--- src/rtl/xw_pkg.sv ---
package xw_pkg;

    localparam int ADDR_W     = 32;
    localparam int PAGE_SHIFT = 12;
    localparam int RANGE_W    = 3;

    localparam int PTE_VALID_BIT = 1;
    localparam int PTE_WRITE_BIT = 2;
    localparam int PTE_CACHE_BIT = 7;
    localparam int PTE_PPN_LSB   = 8;
    localparam int PTE_PPN_MSB   = 26;
    localparam int PPN_W         = PTE_PPN_MSB - PTE_PPN_LSB + 1;

    localparam logic [ADDR_W-1:0] WIN_TOP_16M = 32'hFF00_0000;

    typedef enum logic [1:0] {
        ST_IDLE,
        ST_FETCH,
        ST_WAIT,
        ST_DONE
    } walk_st_e;

    typedef struct packed {
        logic              fault;
        logic              cacheable;
        logic [ADDR_W-1:0] paddr;
    } xlate_res_t;

    function automatic logic [ADDR_W-1:0] window_start(input logic [RANGE_W-1:0] code);
        return WIN_TOP_16M << code;
    endfunction

    function automatic xlate_res_t judge_pte(input logic [31:0] pte,
                                             input logic        is_write,
                                             input logic [PAGE_SHIFT-1:0] offs);
        xlate_res_t r;
        r = '0;
        if (!pte[PTE_VALID_BIT] || (is_write && !pte[PTE_WRITE_BIT])) begin
            r.fault = 1'b1;
        end else begin
            r.cacheable = pte[PTE_CACHE_BIT];
            r.paddr     = {{(ADDR_W-PPN_W-PAGE_SHIFT){1'b0}},
                           pte[PTE_PPN_MSB:PTE_PPN_LSB], offs};
        end
        return r;
    endfunction

endpackage

--- src/rtl/xw_regfile.sv ---
module xw_regfile
    import xw_pkg::*;
#(
    parameter int          IDX_W      = 12,
    parameter int          CTRL_IDX   = 0,
    parameter int          BASE_IDX   = 1,
    parameter int          TFLUSH_IDX = 5,
    parameter int          PFLUSH_IDX = 6,
    parameter int          MID_IDX    = 2048,
    parameter logic [3:0]  IMPL_CODE  = 4'h4,
    parameter logic [3:0]  VERS_CODE  = 4'h1,
    parameter logic [3:0]  MID_VALUE  = 4'h8
) (
    input  logic                clk,
    input  logic                rst,
    input  logic                wen,
    input  logic [IDX_W-1:0]    idx,
    input  logic [31:0]         wdata,
    output logic [31:0]         rdata,
    output logic                xlate_en,
    output logic [RANGE_W-1:0]  range_code,
    output logic [31:0]         table_base
);
    localparam logic [IDX_W-1:0] I_CTRL = IDX_W'(CTRL_IDX);
    localparam logic [IDX_W-1:0] I_BASE = IDX_W'(BASE_IDX);
    localparam logic [IDX_W-1:0] I_TFL  = IDX_W'(TFLUSH_IDX);
    localparam logic [IDX_W-1:0] I_PFL  = IDX_W'(PFLUSH_IDX);
    localparam logic [IDX_W-1:0] I_MID  = IDX_W'(MID_IDX);

    always_ff @(posedge clk) begin
        if (rst) begin
            xlate_en   <= 1'b0;
            range_code <= '0;
            table_base <= '0;
        end else if (wen) begin
            if (idx == I_CTRL) begin
                xlate_en   <= wdata[0];
                range_code <= wdata[4:2];
            end else if (idx == I_BASE) begin
                table_base <= wdata;
            end
        end
    end

    always_comb begin
        rdata = '0;
        if (idx == I_CTRL) begin
            rdata = {IMPL_CODE, VERS_CODE, 19'b0, range_code, 1'b0, xlate_en};
        end else if (idx == I_BASE) begin
            rdata = table_base;
        end else if (idx == I_MID) begin
            rdata = {28'b0, MID_VALUE};
        end
    end

    assert_flush_no_effect_R3: assert property (@(posedge clk) disable iff (rst)
        (wen && (idx == I_TFL || idx == I_PFL)) |=>
            ($stable(table_base) && $stable(range_code) && $stable(xlate_en)));

endmodule

--- src/rtl/xw_window.sv ---
module xw_window
    import xw_pkg::*;
(
    input  logic [RANGE_W-1:0]  range_code,
    input  logic [31:0]         table_base,
    input  logic [ADDR_W-1:0]   vaddr,
    output logic                in_window,
    output logic [ADDR_W-1:0]   entry_addr
);
    logic [ADDR_W-1:0] start;
    logic [ADDR_W-1:0] offset;
    logic [ADDR_W-1:0] page_idx;

    always_comb begin
        start      = window_start(range_code);
        in_window  = (vaddr >= start);
        offset     = vaddr - start;
        page_idx   = offset >> PAGE_SHIFT;
        entry_addr = (table_base << 4) + (page_idx << 2);
    end
endmodule

--- src/rtl/xw_walk_fsm.sv ---
module xw_walk_fsm
    import xw_pkg::*;
(
    input  logic               clk,
    input  logic               rst,
    input  logic               req_valid,
    output logic               req_ready,
    input  logic [ADDR_W-1:0]  req_addr,
    input  logic               req_write,
    input  logic               xlate_en,
    input  logic               in_window,
    input  logic [ADDR_W-1:0]  entry_addr,
    output logic               mem_req_valid,
    input  logic               mem_req_ready,
    output logic [ADDR_W-1:0]  mem_req_addr,
    input  logic               mem_rsp_valid,
    input  logic [31:0]        mem_rsp_data,
    output logic               res_valid,
    output xlate_res_t         res
);
    walk_st_e              st;
    logic [ADDR_W-1:0]     maddr_q;
    logic [PAGE_SHIFT-1:0] offs_q;
    logic                  wr_q;
    xlate_res_t            res_q;
    logic                  accept;

    assign accept        = req_valid && (st == ST_IDLE);
    assign req_ready     = (st == ST_IDLE);
    assign mem_req_valid = (st == ST_FETCH);
    assign mem_req_addr  = maddr_q;
    assign res_valid     = (st == ST_DONE);
    assign res           = res_q;

    always_ff @(posedge clk) begin
        if (rst) begin
            st      <= ST_IDLE;
            maddr_q <= '0;
            offs_q  <= '0;
            wr_q    <= 1'b0;
            res_q   <= '0;
        end else begin
            unique case (st)
                ST_IDLE: if (accept) begin
                    offs_q <= req_addr[PAGE_SHIFT-1:0];
                    wr_q   <= req_write;
                    if (!xlate_en || !in_window) begin
                        res_q <= '{fault: 1'b1, cacheable: 1'b0, paddr: '0};
                        st    <= ST_DONE;
                    end else begin
                        maddr_q <= entry_addr;
                        st      <= ST_FETCH;
                    end
                end
                ST_FETCH: if (mem_req_ready) st <= ST_WAIT;
                ST_WAIT: if (mem_rsp_valid) begin
                    res_q <= judge_pte(mem_rsp_data, wr_q, offs_q);
                    st    <= ST_DONE;
                end
                ST_DONE: st <= ST_IDLE;
                default: st <= ST_IDLE;
            endcase
        end
    end

    assert_fault_skips_fetch_R5: assert property (@(posedge clk) disable iff (rst)
        (req_valid && req_ready && !xlate_en) |=> (!mem_req_valid && res_valid && res.fault));

    assert_req_addr_held_R6: assert property (@(posedge clk) disable iff (rst)
        (mem_req_valid && !mem_req_ready) |=> (mem_req_valid && $stable(mem_req_addr)));

    assert_one_walk_R9: assert property (@(posedge clk) disable iff (rst)
        (req_valid && req_ready) |=> !req_ready);

    assert_rsp_to_result_R10: assert property (@(posedge clk) disable iff (rst)
        (st == ST_WAIT && mem_rsp_valid) |=> (res_valid && !req_ready));

    assert_result_pulse_R10: assert property (@(posedge clk) disable iff (rst)
        res_valid |=> (!res_valid && req_ready));

endmodule

--- src/rtl/io_xlate_walker.sv ---
module io_xlate_walker
    import xw_pkg::*;
#(
    parameter int IDX_W   = 12,
    parameter int MID_IDX = 2048
) (
    input  logic               clk,
    input  logic               rst,
    input  logic               reg_wen,
    input  logic [IDX_W-1:0]   reg_idx,
    input  logic [31:0]        reg_wdata,
    output logic [31:0]        reg_rdata,
    input  logic               req_valid,
    output logic               req_ready,
    input  logic [31:0]        req_addr,
    input  logic               req_write,
    output logic               mem_req_valid,
    input  logic               mem_req_ready,
    output logic [31:0]        mem_req_addr,
    input  logic               mem_rsp_valid,
    input  logic [31:0]        mem_rsp_data,
    output logic               res_valid,
    output logic               res_fault,
    output logic [31:0]        res_paddr,
    output logic               res_cacheable
);
    logic               xlate_en;
    logic [RANGE_W-1:0] range_code;
    logic [31:0]        table_base;
    logic               in_window;
    logic [ADDR_W-1:0]  entry_addr;
    xlate_res_t         res;

    xw_regfile #(.IDX_W(IDX_W), .MID_IDX(MID_IDX)) u_regs (
        .clk        (clk),
        .rst        (rst),
        .wen        (reg_wen),
        .idx        (reg_idx),
        .wdata      (reg_wdata),
        .rdata      (reg_rdata),
        .xlate_en   (xlate_en),
        .range_code (range_code),
        .table_base (table_base)
    );

    xw_window u_win (
        .range_code (range_code),
        .table_base (table_base),
        .vaddr      (req_addr),
        .in_window  (in_window),
        .entry_addr (entry_addr)
    );

    xw_walk_fsm u_fsm (
        .clk           (clk),
        .rst           (rst),
        .req_valid     (req_valid),
        .req_ready     (req_ready),
        .req_addr      (req_addr),
        .req_write     (req_write),
        .xlate_en      (xlate_en),
        .in_window     (in_window),
        .entry_addr    (entry_addr),
        .mem_req_valid (mem_req_valid),
        .mem_req_ready (mem_req_ready),
        .mem_req_addr  (mem_req_addr),
        .mem_rsp_valid (mem_rsp_valid),
        .mem_rsp_data  (mem_rsp_data),
        .res_valid     (res_valid),
        .res           (res)
    );

    assign res_fault     = res.fault;
    assign res_paddr     = res.paddr;
    assign res_cacheable = res.cacheable;

endmodule

--- config.mk ---
export PLATFORM = sky130hd
export DESIGN_NAME = io_xlate_walker
export DESIGN_NICKNAME = d
export VERILOG_FILES = /design/src/rtl/xw_pkg.sv /design/src/rtl/xw_regfile.sv /design/src/rtl/xw_window.sv /design/src/rtl/xw_walk_fsm.sv /design/src/rtl/io_xlate_walker.sv
export SDC_FILE = /design/constraint.sdc
export NUM_CORES = 1
export LEC_CHECK = 0
export BUFFER_PORTS_ARGS = -buffer_cell sky130_fd_sc_hd__buf_4
export CAP_MARGIN = 20
export CORE_UTILIZATION = 50
export CTS_CLUSTER_DIAMETER = 50
export DETAILED_ROUTE_END_ITERATION = 16
export PLACE_DENSITY_LB_ADDON = 0.08
export RECOVER_POWER = 25
export SLEW_MARGIN = 20
export SYNTH_ARGS = -nofsm -noshare
export SYNTH_HDL_FRONTEND = slang
export SYNTH_SLANG_ARGS = --single-unit
--- constraint.sdc ---
create_clock -name clk -period 10.15 [get_ports clk]
set_input_delay 1.015 -clock clk [delete_from_list [all_inputs] [get_ports clk]]
set_output_delay 1.015 -clock clk [all_outputs]
set_load 0.005 [all_outputs]
==> impl_results.md <==
- Outcome: finished, final reports clean
- # Post-CTS Setup Buffers: 0
- Die Height: 110.4 um
- Top FF cell, synth: dfxtp_1
- Final setup viols: 0
- CTS tree: built
- R2R Setup Slk: 5.85 ns
- LEAKAGE: 3.326 nW
- Power Density: 168.7 nW/um2
- Io pins: 216
- Total of max-cap violations: 0
- HPWL after DPL: 11830 um
- Grt total ovfl: 0
- Clock-pin slew on the worst setup and hold paths: 0.06 ns
- Die ar.: 12180 um2
- Startpoint Class: register
- First-pass iteration count of the detailed router: 5
- Root Buffer: clkbuf_16
- Placed instance count: 1059
- CP Class: register to register
- Min-delay src: u_fsm.res[7]$_SDFFE_PP0P_
- Synth area leader: dfxtp_1
- Vias in the first global route: 5151
- H-tree levels: 4
- Antenna-violating nets left: 0
- CP top delay family: compound AO/OA/AOI/OAI gates
- Area Growth Syn to Fin: 36.13%
- Cts hold-fix bufs: 0
- Share of layout cells above drive strength 1: 25.53%
- Setup ws final: 5.846 ns
- Dpl ws: 5.635 ns
- Library cells used by synthesis: 54
- CP Max Fanout: 6
- HP Class: register to register
- Number of port buffers: 202
- Site Rows: 39
- Ys Warns: 0
- Largest net degree at the start of global routing: 118
- Via/cell ratio: 5.433
- Fin crit period: 4.304 ns
- Final RePlAce weighted congestion: 0.8398
- Post-CTS resize count: 0
- Worst-case reg-to-reg path depth: 16
- Fin. Hold Viols: 0
- WP buf/inv: 1
- Register area share after synthesis: 38.87%
- Worst path arrival time: 4.63 ns
- Clock latency on the worst-skew pair: 0.41 ns
- FF-to-FF Start: u_regs.range_code[0]$_SDFFE_PP0P_
- Most common cell after layout, fill and taps aside: nand2_1
- Slew Limit Fails: 0
- Syn Inst Count: 763
- Design area: 7991 um2
- Commonest non-fill, non-tap cells in the layout: nand2_1, buf_4, a21oi_1
- NumNets Final: 1083
- RSZ-0062 raised after global routing: no
- Max incr delay on CP: 0.68 ns
- DR iter-0 viols: 392
- Area share of the largest cell type after synthesis: 38.87%
- Fin crit share: 42.41%
- Final clock skew: 0.006107 ns
- CP max stage cell: a311oi_1
- First-pass GRT wire length: 24970 um
- CP Cell Sequence: or3_1 > ha_1 > o21a_1 > o21a_1 > o21ai_0 > a21boi_0 > o21ai_0 > nand2_1 > xor2_1 > ha_1 > inv_1 > nor2_1 > a311oi_1 > a21oi_1 > xnor2_1 > a211oi_1
- Slew HR: 29.89%
- Routed wire length: 16620 um
- Layout Cells excl Fill: 1091
- Hold path cells: 2
- CP endpoint kind: register
- Synth area leaders: dfxtp_1, nand2_1, a21oi_1, ha_1, nand3_1
- Initial antenna violation count: 0
- Drt drc: 0
- Overall routing resource usage: 26.85%
- Critical Path RT: 10.47 ns
- Core footprint: 11420 um2
- Placement Cell Area: 7386 um2
- Initial Util: 51.41%
- FF+latch count, synth: 114
- Average cell area after synthesis: 7.694 um2
- Total clock sinks: 114
- Die width: 110.4 um
- RR Endpoint: u_fsm.mem_req_addr[24]$_SDFFE_PP0P_
- Worst vdd ir: 0.0001103 V
- Hold path endpoint: u_fsm.res[7]$_SDFFE_PP0P_
- Clock tree buffer depth: 2
- Routed vias: 5927
- TNS Setup: 0 ns
- Synth Cell Area: 5871 um2
- Number of enable flip-flop cells after synthesis: 0
- Fmax: 0.2323 GHz
- Number of antenna repair diodes: 0
- WL/cell: 15.23 um
- Pwr Total: 0.001348 W
- Worst-Margin Slew: 1.052 ns
- CTS Buf Count: 17
- Post-synth ARST share: 0%
==> through the flow <==
stage,util [%],hold WS [ns]
2_1_floorplan,-,0.4317
3_3_place_gp,64.66,0.4385
3_5_place_dp,64.68,0.4423
4_1_cts,70.12,0.4506
5_1_grt,69.99,0.4650
6_report,69.99,0.4491
==> area by class of cell <==
cell class                 instances  area, um2
timing repair buffer             207       1531
sequential                       114       2282
multi-input combinational        585       3337
fill                             960       3427
clock buffer                      20      466.7
tap                              143      178.9
clock inverter                    11      153.9
inverter                          11      41.29
==> worst reg2reg max path: cells and delay by family, from the launching register on <==
kind                       cells  cell delay, ns
buffers and inverters          1            0.16
and+or+nand+nor                3            0.59
AOI/OAI and AO/OA              8            2.12
adders and majority gates      2            0.66
DFF                            1            0.35
xor gates and xnor gates       2            0.32
==> cells in the mapped netlist (5+ instances only) <==
cell,count
a31oi_1,5
a211oi_1,9
o21a_1,6
nand2b_1,10
nor3_1,6
and3_1,5
ha_1,31
nand3b_1,6
a21oi_1,118
o21ai_1,14
and2_1,31
inv_1,11
xnor2_1,11
nand3_1,45
dfxtp_1,114
a21o_1,7
nor2b_1,6
o21ai_0,8
nand2_1,175
nor2_1,25
o211ai_1,5
buf_2,16
clkbuf_1,36
xor2_1,11
==> per-layer routing <==
layer  up-vias  wire length [um]  GRT usage (%)
li1       2967                 -              -
met1      2716              7688          35.78
met2       224              7448          41.75
met3        20              1223          6.996
met4         0               257          9.680
met5         -                 0              0
==> report_power, final <==
group | switching (W) | leakage, nW | internal, W
clock network | 0.000214 | 0.292 | 0.000405
logic | 0.000159 | 2.11 | 0.0000879
registers | 0.0000121 | 0.921 | 0.000469
total | 0.000385 | 3.33 | 0.000962
==> how the worst max path moves through the flow <==
| stage | startpoint | end | slack, ns | depth (start not counted) |
|---|---|---|---|---|
| final | u_regs.range_code[0]$_SDFFE_PP0P_ | u_fsm.mem_req_addr[24]$_SDFFE_PP0P_ | 5.85 | 16 |
| after global routing | u_regs.range_code[0]$_SDFFE_PP0P_ | u_fsm.mem_req_addr[22]$_SDFFE_PP0P_ | 5.47 | 16 |
| after CTS | u_regs.range_code[0]$_SDFFE_PP0P_ | u_fsm.mem_req_addr[24]$_SDFFE_PP0P_ | 5.91 | 16 |
| after detailed placement | req_addr[24] | u_fsm.mem_req_addr[24]$_SDFFE_PP0P_ | 5.64 | 16 |
| after global placement | req_addr[24] | u_fsm.mem_req_addr[24]$_SDFFE_PP0P_ | 5.71 | 16 |
| after floorplan | req_addr[24] | u_fsm.mem_req_addr[31]$_SDFFE_PP0P_ | 6.22 | 16 |
==> registers in the layout, indices dropped and copies added, names as in the netlist <==
signal / cells
u_regs.range_code: 3
u_fsm.st: 2
u_fsm.res: 33
u_fsm.wr_q: 1
u_fsm.mem_req_addr: 30
u_regs.xlate_en: 1
u_fsm.offs_q: 12
u_regs.table_base: 32
==> kinds of logic after synthesis <==
kind of cell,Yosys count,synth area share [%]
AOI/OAI and AO/OA,199,20.14
xor gates and xnor gates,22,3.282
adders and majority gates,32,6.948
buffers and inverters,66,4.753
DFF,114,38.87
other,1,0.06388
and+or+nand+nor,329,25.94
No activity file was read; power rests on OpenSTA's default activity.
